==> config.mk <==
export PLATFORM = sky130hd
export DESIGN_NAME = hdlc_rx_deframer
export DESIGN_NICKNAME = d
export VERILOG_FILES = /design/src/rtl/hdlc_rx_pkg.sv /design/src/rtl/hdlc_bit_stage.sv /design/src/rtl/hdlc_frame_stage.sv /design/src/rtl/hdlc_rx_fifo.sv /design/src/rtl/hdlc_rx_deframer.sv
export SDC_FILE = /design/constraint.sdc
export NUM_CORES = 1
export LEC_CHECK = 0
export ABC_CLOCK_PERIOD_IN_PS = 4200
export BUFFER_PORTS_ARGS = -buffer_cell sky130_fd_sc_hd__buf_2
export CORE_ASPECT_RATIO = 1.4
export CORE_UTILIZATION = 60
export CTS_CLUSTER_DIAMETER = 120
export DETAILED_ROUTE_END_ITERATION = 8
export GPL_TIMING_DRIVEN = 1
export PLACE_DENSITY = 0.77
export SYNTH_ARGS = -nofsm -noshare
export SYNTH_HDL_FRONTEND = slang
export SYNTH_SLANG_ARGS = --single-unit
==> constraint.sdc <==
create_clock -name clk -period 4.2 [get_ports clk]
set_clock_uncertainty 0.15 [all_clocks]
set_input_delay 0.84 -clock clk [delete_from_list [all_inputs] [get_ports clk]]
set_output_delay 0.84 -clock clk [all_outputs]
set_load 0.02 [all_outputs]
==> src/rtl/hdlc_rx_pkg.sv <==
package hdlc_rx_pkg;
    localparam int unsigned FLAG_PREFIX = 6;
    localparam logic [15:0] CRC_POLY_REFL = 16'h8408;
    localparam logic [15:0] CRC_INIT = 16'hFFFF;
    localparam logic [15:0] CRC_GOOD_RESIDUE = 16'hF0B8;

    function automatic logic [15:0] crc_step(input logic [15:0] crc, input logic b);
        logic [15:0] c;
        c = crc >> 1;
        if (crc[0] ^ b) begin
            c = c ^ CRC_POLY_REFL;
        end
        return c;
    endfunction
endpackage

==> src/rtl/hdlc_bit_stage.sv <==
module hdlc_bit_stage
    import hdlc_rx_pkg::*;
(
    input  logic clk,
    input  logic rst_n,
    input  logic clr_i,
    input  logic bit_valid_i,
    input  logic bit_in_i,
    output logic dvalid_o,
    output logic dbit_o,
    output logic flag_o,
    output logic abort_o
);
    localparam int unsigned FW = $clog2(FLAG_PREFIX + 1);

    typedef struct packed {
        logic [2:0]             ones;
        logic [FLAG_PREFIX-1:0] dly;
        logic [FW-1:0]          fill;
    } st_t;

    localparam st_t ST_RST = '{default: '0};

    st_t  s_q, s_d;
    logic acc;

    always_comb begin
        s_d      = s_q;
        acc      = 1'b0;
        flag_o   = 1'b0;
        abort_o  = 1'b0;
        dvalid_o = 1'b0;
        dbit_o   = s_q.dly[FLAG_PREFIX-1];
        if (bit_valid_i) begin
            if (bit_in_i) begin
                if (s_q.ones < 3'd5) begin
                    acc       = 1'b1;
                    s_d.ones  = s_q.ones + 3'd1;
                end else if (s_q.ones == 3'd5) begin
                    s_d.ones  = 3'd6;
                end else begin
                    s_d.ones  = 3'd7;
                    s_d.fill  = '0;
                    abort_o   = (s_q.ones == 3'd6);
                end
            end else begin
                s_d.ones = 3'd0;
                if (s_q.ones == 3'd6) begin
                    flag_o   = 1'b1;
                    s_d.fill = '0;
                end else if (s_q.ones != 3'd5) begin
                    acc = 1'b1;
                end
            end
        end
        if (acc) begin
            s_d.dly = {s_q.dly[FLAG_PREFIX-2:0], bit_in_i};
            if (s_q.fill == FW'(FLAG_PREFIX)) begin
                dvalid_o = 1'b1;
            end else begin
                s_d.fill = s_q.fill + FW'(1);
            end
        end
    end

    always_ff @(posedge clk or negedge rst_n) begin
        if (!rst_n) begin
            s_q <= ST_RST;
        end else if (clr_i) begin
            s_q <= ST_RST;
        end else begin
            s_q <= s_d;
        end
    end

    // a stuffed zero (after exactly five ones) never leaves as data on the next bit
    a_r2_stuff_not_flag: assert property (@(posedge clk) disable iff (!rst_n || clr_i)
        (bit_valid_i && !bit_in_i && s_q.ones == 3'd5) |=> (s_q.ones == 3'd0 && !flag_o));
endmodule

==> src/rtl/hdlc_frame_stage.sv <==
module hdlc_frame_stage
    import hdlc_rx_pkg::*;
#(
    parameter int unsigned MIN_BYTES = 4
) (
    input  logic        clk,
    input  logic        rst_n,
    input  logic        clr_i,
    input  logic        dvalid_i,
    input  logic        dbit_i,
    input  logic        flag_i,
    input  logic        abort_i,
    output logic        push_o,
    output logic [7:0]  push_data_o,
    output logic        commit_o,
    output logic        rollback_o,
    output logic        frame_end_o,
    output logic        frame_good_o,
    output logic [15:0] crc_o
);
    localparam int unsigned NB_W = $clog2(MIN_BYTES + 1);

    typedef struct packed {
        logic            in_frame;
        logic [7:0]      sh;
        logic [2:0]      bitcnt;
        logic [NB_W-1:0] nbytes;
        logic [7:0]      h_new;
        logic [7:0]      h_old;
        logic [1:0]      hcnt;
        logic [15:0]     crc;
        logic            fend;
        logic            good;
        logic [15:0]     crc_out;
    } st_t;

    localparam st_t ST_RST = '{crc: CRC_INIT, default: '0};

    st_t        s_q, s_d;
    logic [7:0] nsh;
    logic       has_bits;

    always_comb begin
        s_d         = s_q;
        push_o      = 1'b0;
        push_data_o = s_q.h_old;
        commit_o    = 1'b0;
        rollback_o  = 1'b0;
        nsh         = {dbit_i, s_q.sh[7:1]};
        has_bits    = (s_q.nbytes != '0) || (s_q.bitcnt != 3'd0);

        if (dvalid_i && s_q.in_frame) begin
            s_d.crc    = crc_step(s_q.crc, dbit_i);
            s_d.sh     = nsh;
            s_d.bitcnt = s_q.bitcnt + 3'd1;
            if (s_q.bitcnt == 3'd7) begin
                if (s_q.nbytes != NB_W'(MIN_BYTES)) begin
                    s_d.nbytes = s_q.nbytes + NB_W'(1);
                end
                s_d.h_new = nsh;
                s_d.h_old = s_q.h_new;
                if (s_q.hcnt == 2'd2) begin
                    push_o = 1'b1;
                end else begin
                    s_d.hcnt = s_q.hcnt + 2'd1;
                end
            end
        end

        if (flag_i) begin
            if (s_q.in_frame && has_bits) begin
                if (s_q.nbytes == NB_W'(MIN_BYTES) && s_q.bitcnt == 3'd0) begin
                    commit_o    = 1'b1;
                    s_d.fend    = 1'b1;
                    s_d.good    = (s_q.crc == CRC_GOOD_RESIDUE);
                    s_d.crc_out = s_q.crc;
                end else begin
                    rollback_o = 1'b1;
                end
            end
            s_d.in_frame = 1'b1;
            s_d.bitcnt   = 3'd0;
            s_d.nbytes   = '0;
            s_d.hcnt     = 2'd0;
            s_d.crc      = CRC_INIT;
        end

        if (abort_i && s_q.in_frame) begin
            rollback_o   = 1'b1;
            s_d.in_frame = 1'b0;
        end
    end

    always_ff @(posedge clk or negedge rst_n) begin
        if (!rst_n) begin
            s_q <= ST_RST;
        end else if (clr_i) begin
            s_q <= ST_RST;
        end else begin
            s_q <= s_d;
        end
    end

    assign frame_end_o  = s_q.fend;
    assign frame_good_o = s_q.good;
    assign crc_o        = s_q.crc_out;

    // a flag bit is never also a payload bit
    a_r1_flag_not_data: assert property (@(posedge clk) disable iff (!rst_n || clr_i)
        flag_i |-> !dvalid_i);
    // frame end stays set until a clear
    a_r6_frame_end_sticky: assert property (@(posedge clk) disable iff (!rst_n || clr_i)
        s_q.fend |=> s_q.fend);
    // residue registers move only on an accepted frame
    a_r8_crc_hold: assert property (@(posedge clk) disable iff (!rst_n || clr_i)
        !commit_o |=> $stable(s_q.crc_out));
endmodule

==> src/rtl/hdlc_rx_fifo.sv <==
module hdlc_rx_fifo #(
    parameter int unsigned DEPTH = 21
) (
    input  logic       clk,
    input  logic       rst_n,
    input  logic       clr_i,
    input  logic       push_i,
    input  logic [7:0] push_data_i,
    input  logic       commit_i,
    input  logic       rollback_i,
    input  logic       rd_en_i,
    output logic [7:0] rd_data_o,
    output logic       data_ready_o,
    output logic       fifo_empty_o
);
    localparam int unsigned PW = $clog2(DEPTH);
    localparam int unsigned CW = $clog2(DEPTH + 1);

    typedef struct packed {
        logic [PW-1:0] rd_ptr;
        logic [PW-1:0] cm_ptr;
        logic [PW-1:0] sp_ptr;
        logic [CW-1:0] cm_cnt;
        logic [CW-1:0] sp_cnt;
        logic          out_v;
        logic [7:0]    out_data;
    } st_t;

    localparam st_t ST_RST = '{default: '0};

    st_t         s_q, s_d;
    logic [7:0]  mem_q [DEPTH];
    logic [CW:0] used;
    logic        accept;
    logic        pop;
    logic [CW-1:0] cm_sum;

    function automatic logic [PW-1:0] nxt(input logic [PW-1:0] p);
        return (p == PW'(DEPTH - 1)) ? '0 : p + PW'(1);
    endfunction

    always_comb begin
        s_d    = s_q;
        used   = {1'b0, s_q.cm_cnt} + {1'b0, s_q.sp_cnt} + {{CW{1'b0}}, s_q.out_v};
        accept = push_i && (used < (CW+1)'(DEPTH));
        pop    = (!s_q.out_v || rd_en_i) && (s_q.cm_cnt != '0);
        cm_sum = s_q.cm_cnt + (commit_i ? s_q.sp_cnt : '0);

        if (accept) begin
            s_d.sp_ptr = nxt(s_q.sp_ptr);
            s_d.sp_cnt = s_q.sp_cnt + CW'(1);
        end
        if (commit_i) begin
            s_d.cm_ptr = s_q.sp_ptr;
            s_d.sp_cnt = '0;
        end
        if (rollback_i) begin
            s_d.sp_ptr = s_q.cm_ptr;
            s_d.sp_cnt = '0;
        end
        s_d.cm_cnt = cm_sum - (pop ? CW'(1) : '0);
        if (pop) begin
            s_d.out_data = mem_q[s_q.rd_ptr];
            s_d.out_v    = 1'b1;
            s_d.rd_ptr   = nxt(s_q.rd_ptr);
        end else if (rd_en_i) begin
            s_d.out_v = 1'b0;
        end
    end

    always_ff @(posedge clk) begin
        if (accept) begin
            mem_q[s_q.sp_ptr] <= push_data_i;
        end
    end

    always_ff @(posedge clk or negedge rst_n) begin
        if (!rst_n) begin
            s_q <= ST_RST;
        end else if (clr_i) begin
            s_q <= ST_RST;
        end else begin
            s_q <= s_d;
        end
    end

    assign rd_data_o    = s_q.out_data;
    assign data_ready_o = s_q.out_v;
    assign fifo_empty_o = !s_q.out_v && (s_q.cm_cnt == '0);

    // held bytes never exceed the capacity
    a_r3_no_overflow: assert property (@(posedge clk) disable iff (!rst_n || clr_i)
        ({1'b0, s_q.cm_cnt} + {1'b0, s_q.sp_cnt} + {{CW{1'b0}}, s_q.out_v}) <= (CW+1)'(DEPTH));
    // accept and provisional writes never coincide
    a_r3_commit_no_push: assert property (@(posedge clk) disable iff (!rst_n || clr_i)
        (commit_i || rollback_i) |-> !push_i);
    // an unread byte is held steady until read
    a_r5_ready_hold: assert property (@(posedge clk) disable iff (!rst_n || clr_i)
        (s_q.out_v && !rd_en_i) |=> (s_q.out_v && $stable(s_q.out_data)));
endmodule

==> src/rtl/hdlc_rx_deframer.sv <==
module hdlc_rx_deframer #(
    parameter int unsigned FIFO_DEPTH      = 21,
    parameter int unsigned MIN_FRAME_BYTES = 4
) (
    input  logic       clk,
    input  logic       rst_n,
    input  logic       sync_clr,
    input  logic       bit_valid,
    input  logic       bit_in,
    input  logic       rd_en,
    output logic [7:0] rd_data,
    output logic       data_ready,
    output logic       fifo_empty,
    output logic       frame_end,
    output logic       frame_good,
    output logic [7:0] crc_lo,
    output logic [7:0] crc_hi
);
    logic        dvalid, dbit, flag, abort_ev;
    logic        push, commit, rollback;
    logic [7:0]  push_data;
    logic [15:0] crc_val;

    hdlc_bit_stage u_bits (
        .clk        (clk),
        .rst_n      (rst_n),
        .clr_i      (sync_clr),
        .bit_valid_i(bit_valid),
        .bit_in_i   (bit_in),
        .dvalid_o   (dvalid),
        .dbit_o     (dbit),
        .flag_o     (flag),
        .abort_o    (abort_ev)
    );

    hdlc_frame_stage #(.MIN_BYTES(MIN_FRAME_BYTES)) u_frame (
        .clk         (clk),
        .rst_n       (rst_n),
        .clr_i       (sync_clr),
        .dvalid_i    (dvalid),
        .dbit_i      (dbit),
        .flag_i      (flag),
        .abort_i     (abort_ev),
        .push_o      (push),
        .push_data_o (push_data),
        .commit_o    (commit),
        .rollback_o  (rollback),
        .frame_end_o (frame_end),
        .frame_good_o(frame_good),
        .crc_o       (crc_val)
    );

    hdlc_rx_fifo #(.DEPTH(FIFO_DEPTH)) u_fifo (
        .clk         (clk),
        .rst_n       (rst_n),
        .clr_i       (sync_clr),
        .push_i      (push),
        .push_data_i (push_data),
        .commit_i    (commit),
        .rollback_i  (rollback),
        .rd_en_i     (rd_en),
        .rd_data_o   (rd_data),
        .data_ready_o(data_ready),
        .fifo_empty_o(fifo_empty)
    );

    assign crc_lo = crc_val[7:0];
    assign crc_hi = crc_val[15:8];

    // an empty indication never coexists with a ready byte
    a_r4_empty_vs_ready: assert property (@(posedge clk) disable iff (!rst_n || sync_clr)
        data_ready |-> !fifo_empty);
endmodule

==> Yosys cells after proc, flatten, opt, wreduce, memory -nomap -nowiden <==
Memory sizes are Yosys's and may differ from the RTL's.
Cells that the tools add are included.
{ "word_totals": {"register_bits": 113, "mem_bits_rw": 168, "input_bits": 6, "out_inout_bits": 28, "word_cells": 150, "n_memories": 1} }
{ "mem_list": {"columns": ["name", "depth", "width", "rd", "rd_clocked_by_memory_dff", "wr", "line_no", "rtl"], "rows": [
  ["u_fifo.mem_q", 21, 8, 1, 0, 1, "hdlc_rx_fifo.sv:32", "logic [7:0] mem_q [DEPTH];"]
]} }
{ "op_classes": {"n_addsub": 12, "order_cmp": 2, "eq_ne": 12, "n_mux": 65, "bitwise_logic": 2, "reduce_logical": 35} }
{ "ops": {"columns": ["cell", "n"], "rows": [
  ["2-to-1 mux 67 bit", 1],
  ["2-to-1 mux 5 bit", 10],
  ["2-to-1 mux 48 bit", 1],
  ["2-to-1 mux 18 bit", 2],
  ["2-to-1 mux 36 bit", 1],
  ["2-to-1 mux 34 bit", 1],
  ["2-to-1 mux 1 bit", 32],
  ["2-to-1 mux 3 bit", 10],
  ["nonzero test 3 bit", 8],
  ["2-to-1 mux 21 bit", 1],
  ["nonzero test 2 bit", 9],
  ["== test 16 bit, second input constant", 1],
  ["2-to-1 mux 16 bit", 1],
  ["adder 5 x 1 -> 5 bit, second input constant", 3],
  ["== test 3 bit, second input constant", 5],
  ["adder 3 x 1 -> 3 bit, second input constant", 4],
  ["2-to-1 mux 12 bit", 1],
  ["== test 5 bit, second input constant", 2],
  ["2-to-1 mux 9 bit", 1],
  ["inequality test 3 bit, second input constant", 3],
  ["AND reduction 3 bit", 3],
  ["2-to-1 mux 8 bit", 1],
  ["logical AND 1 bit", 7],
  ["adder 5 x 5 -> 6 bit", 1],
  ["18 further kinds", 19]
]} }

==> Longest topological paths before layout <==
{ "depth": {"ltp_word": 13, "mapped_depth": 14, "ltp_nobuf": 13} }

==> By module <==
From an unflattened synthesis, not the netlist that was laid out.
{ "hier_totals": {"hier_cells": 961, "hier_area_um2": 12699.7} }
{ "by_module_without_submodules": {"columns": ["mod", "instances", "cells_each", "area_per_inst_um2", "seq_area_each_um2"], "rows": [
  ["hdlc_rx_fifo", 1, 547, 8778.4, 5895.7],
  ["hdlc_frame_stage", 1, 337, 3155.5, 1671.6],
  ["hdlc_bit_stage", 1, 77, 765.7, 300.3]
]} }

==> Worst setup path after synthesis <==
OpenSTA, ideal clock, no wires.
{ "synth_path": {"path_kind": "input-to-reg", "from": "input bit_valid", "to": "register u_fifo.s_q[18] (netlist name)", "setup_ps": 132, "arrival_ps": 3616, "required_ps": 3918, "slack_ps": 302, "path_stages": 13, "n_path_buf": 2, "path_cell_list": "clkbuf_1 > nand4b_1 > nor3_1 > clkbuf_1 > nand2_1 > ha_1 > inv_1 > fa_1 > a21o_1 > a21oi_1 > xnor2_1 > xnor2_1 > nor2_1"} }
{ "synth_between": {"elab_chain_len": 6} }
{ "synth_rtl": {"columns": ["item", "line_no", "rtl"], "rows": [
  ["start: declaration", "hdlc_rx_deframer.sv:8", "input logic bit_valid,"],
  ["2-to-1 mux 1 bit", "hdlc_bit_stage.sv:34", "if (bit_valid_i) begin"],
  ["2-to-1 mux 1 bit", "hdlc_frame_stage.sv:70", "if (flag_i) begin"],
  ["2-to-1 mux 5 bit", "hdlc_rx_fifo.sv:47", "cm_sum = s_q.cm_cnt + (commit_i ? s_q.sp_cnt : '0);"],
  ["adder 5 bit", "hdlc_rx_fifo.sv:47", null],
  ["subtractor 5 bit", "hdlc_rx_fifo.sv:61", "s_d.cm_cnt = cm_sum - (pop ? CW'(1) : '0);"],
  ["2-to-1 mux 34 bit", "hdlc_rx_fifo.sv:80", "end else if (clr_i) begin"],
  ["end signal: assignment", "hdlc_rx_fifo.sv:79", "s_q <= ST_RST;"],
  ["end signal: assignment", "hdlc_rx_fifo.sv:81", "s_q <= ST_RST;"],
  ["end signal: assignment", "hdlc_rx_fifo.sv:83", "s_q <= s_d;"],
  ["end: declaration", "hdlc_rx_fifo.sv:31", "st_t s_q, s_d;"]
]} }
Every way passes these cells.
A chain may end at the register's enable or synchronous reset.

==> Final worst setup path <==
{ "layout_path": {"from": "register u_fifo.s_q[9] (netlist name)", "to": "memory u_fifo.mem_q[7][6] (enable)"} }
{ "layout_between": {"elab_chain_len": 6} }
{ "layout_rtl": {"columns": ["item", "line_no", "rtl"], "rows": [
  ["adder 5 x 5 -> 6 bit", "hdlc_rx_fifo.sv:44", "used = {1'b0, s_q.cm_cnt} + {1'b0, s_q.sp_cnt} + {{CW{1'b0}}, s_q.out_v};"],
  ["adder 6 x 1 -> 6 bit", "hdlc_rx_fifo.sv:44", null],
  ["less-than comparator 6 x 5 -> 1 bit", "hdlc_rx_fifo.sv:45", "accept = push_i && (used < (CW+1)'(DEPTH));"],
  ["logical AND 1 bit", "hdlc_rx_fifo.sv:45", null],
  ["2-to-1 mux 1 bit", "hdlc_rx_fifo.sv:72", "if (accept) begin"],
  ["2-to-1 mux 1 bit (implied by the code)", "hdlc_rx_fifo.sv:73", "mem_q[s_q.sp_ptr] <= push_data_i;"],
  ["end: declaration", "hdlc_rx_fifo.sv:32", null]
]} }
Every way passes these cells.

==> run summary <==
status - finished, final reports clean
Min Clock Period, post-route - 3550 ps
Worst Path Arrival - 3580 ps
CTS max path bufs - 3
CP max stage cell - and3_1
drt total wl - 24600 µm
Syn Inst Count - 916
Initial Util - 61.4%
post-synthesis cell type count - 55
H-tree lvl count - 1
fin. max-slew vios - 0
initial antenna violation count - 0
CTS Buf Count - 27
area share of the leading cell type in the synthesized netlist - 41.1%
layout cells sized above 1 - 17.0%
Clock Root Buffer - clkbuf_16
Worst-path clk slew - 60 ps
Startpoint Class - flip-flop
Worst EP required - 4230 ps
RSZ-0062 raised after global routing - false
asr flop ratio synth - 40.0%
DR top layer - met4
CP max stage delay - 470 ps
crit share post-route - 84.6%
wire length per cell - 20.6 µm
post-synthesis area per instance - 13.4 µm²
Hold Vio Cnt, Final - 0
PD cells - 447 nW/µm²
Max VDD drop - 0.000434 V
# hold bufs at CTS - 0
critical path type - reg -> reg
core footprint - 20000 µm²
die area - 21100 µm²
largest net degree at the start of global routing - 56
first-pass GRT wire length - 39600 µm
Worst path most repeated cell - fa_1
GP Congestion - 0.822
drt via density - 5.96
cells taking the most area after synthesis - edfxtp_1 (41%), dfrtp_1 (20%), mux4_2 (8.8%)
final setup fails - 0
DRT antenna net count - 0
top_reg_cell synth - edfxtp_1
Worst-Margin Slew - 1190 ps
met3 WL - 1050 µm
Warnings, synthesis - 0
most common cell in the netlist - edfxtp_1
Post CTS Setup Buffer Count - 0
hold_ws - 197 ps
detailed-route via count - 7114
WL met2 - 13000 µm
FP Rows - 61
crit end category - flip-flop
GR Util All Layers - 25.1%
Total Nets Final - 959
Worst Hold Class - in -> async
register bit total from synthesis - 280
DP HPWL - 16300 µm
n_diodes - 0
vias in the first global route - 7293
Met1 Wirelength - 9620 µm
Placement Setup Slack - 654 ps
Iteration-0 DRC Markers - 576
synthesized cell area - 12300 µm²
Max-slew headroom - 20.4%
Synth-to-Final Area Change - 8.36%
Die X - 123 µm
Worst-Skew Late Latency - 530 ps
Post-Syn Nets - 955
IO Count - 34
CTS sink cnt - 280
f_max - 281 MHz
setup tns final - 0 ps
drc violations - 0
sequential fraction of the synthesis area - 64.1%
die height - 171 µm
Finished Cell Area - 13300 µm²
critical-path cell list - inv_1 > fa_1 > fa_1 > xnor2_1 > a221oi_1 > nand3_1 > a211oi_4 > buf_4 > and3_1
CTS tree - built
CP max FO - 33
area leader, netlist - edfxtp_1
grt total ovfl - 0
Lkg Pwr - 0.00556 µW
Post-synth top cells - edfxtp_1 (168), nand2_1 (159), dfrtp_1 (96)
Final WS setup - 647 ps
I/O Buffers - 33
placed cell area - 12500 µm²
Post-synth EDFFs - 168
cts repair resizes - 0
worst reg2reg setup slack - 650 ps
DRT Pass-1 Iters - 6
Max-Cap Viols - 0
worst max-delay path, delay by kind of cell, from the launching register on:
kind / cells / cell delay, ps
XOR/XNOR: 1 / 150
buffers and inverters: 2 / 460
AND/OR/NAND/NOR: 2 / 650
adder cells (fa/ha/maj): 2 / 880
flip-flops: 1 / 410
AO/OA/AOI/OAI: 2 / 520
path summary, 6_finish.rpt:
path / from / depth (start not counted) / endpoint
max: u_fifo.s_q[9] / 9 / u_fifo.mem_q[7][6]
min: rst_n / 1 / u_fifo.rd_data_o[6]
max reg2reg: u_fifo.s_q[9] / 9 / u_fifo.mem_q[7][6]
min reg2reg: u_fifo.rd_data_o[6] / 2 / u_fifo.rd_data_o[6]
max in group asynchronous: rst_n / 2 / u_frame.s_q[25]
min in group clk: u_fifo.rd_data_o[6] / 2 / u_fifo.rd_data_o[6]
area by class of cell:
class	instances	area, µm²
sequential	280	7870
fill	1389	6690
multi-input combinational	530	3910
clock buffer	38	747
tap	252	315
timing repair buffer	47	273
inverter	34	128
clock inverter	12	63.8
metrics by stage:
stage / cells / util (%) / power [µW]
after floorplan: 916 / - / 3620
after global placement: 1143 / 62.5 / 3780
after detailed placement: 1143 / 62.5 / 3800
after CTS: 1193 / 66.6 / 6000
after global routing: 1193 / 66.6 / 6190
final: 1193 / 66.6 / 5950
cells in the final DEF (no fill, tap or decap), types with 8 or more instances in the layout:
master	n
nor2b_1	8
dfstp_2	16
clkbuf_1	8
buf_2	32
inv_1	32
mux4_2	48
edfxtp_1	168
nor2_1	44
clkbuf_16	27
dfrtp_1	94
and3_1	20
a21oi_1	70
mux2i_1	19
buf_4	15
o21ai_0	21
nor3_1	8
ha_1	30
nand3_1	20
nand2_1	159
xnor2_1	13
kinds of logic after synthesis:
kind of cell	after synthesis	synth area share, %
and+or+nand+nor	292	10.8
adders and majority gates	33	3.54
buffers and inverters	106	4.13
xor gates and xnor gates	16	1.14
muxes	68	10.4
AOI/OAI and AO/OA	121	5.90
DFF	280	64.1
flip-flops by register name (all words and copies together) (netlist names):
name	flops
u_frame.nsh	7
u_frame.frame_good_o	1
u_fifo.data_ready_o	1
u_bits.s_q	11
u_frame.crc_o	16
u_fifo.rd_data_o	8
u_fifo.mem_q	168
u_fifo.s_q	25
u_frame.push_data_o	8
u_frame.frame_end_o	1
u_frame.s_q	33
u_bits.dbit_o	1
metal layers:
layer,vias to the layer above,GRT usage [%]
met1,3568,31.2
met2,198,43.7
li1,3291,-
met3,57,3.35
met4,0,10.8
met5,-,0
report_power, final:
part           switching (µW)  total, µW  internal [µW]  leakage (µW)
Sequential                106       3040           2930       0.00345
Clock                     972       2210           1240      0.000394
Combinational             376        702            325       0.00172
Total                    1450       5950           4500       0.00556
(Power assumes the default switching activity.)
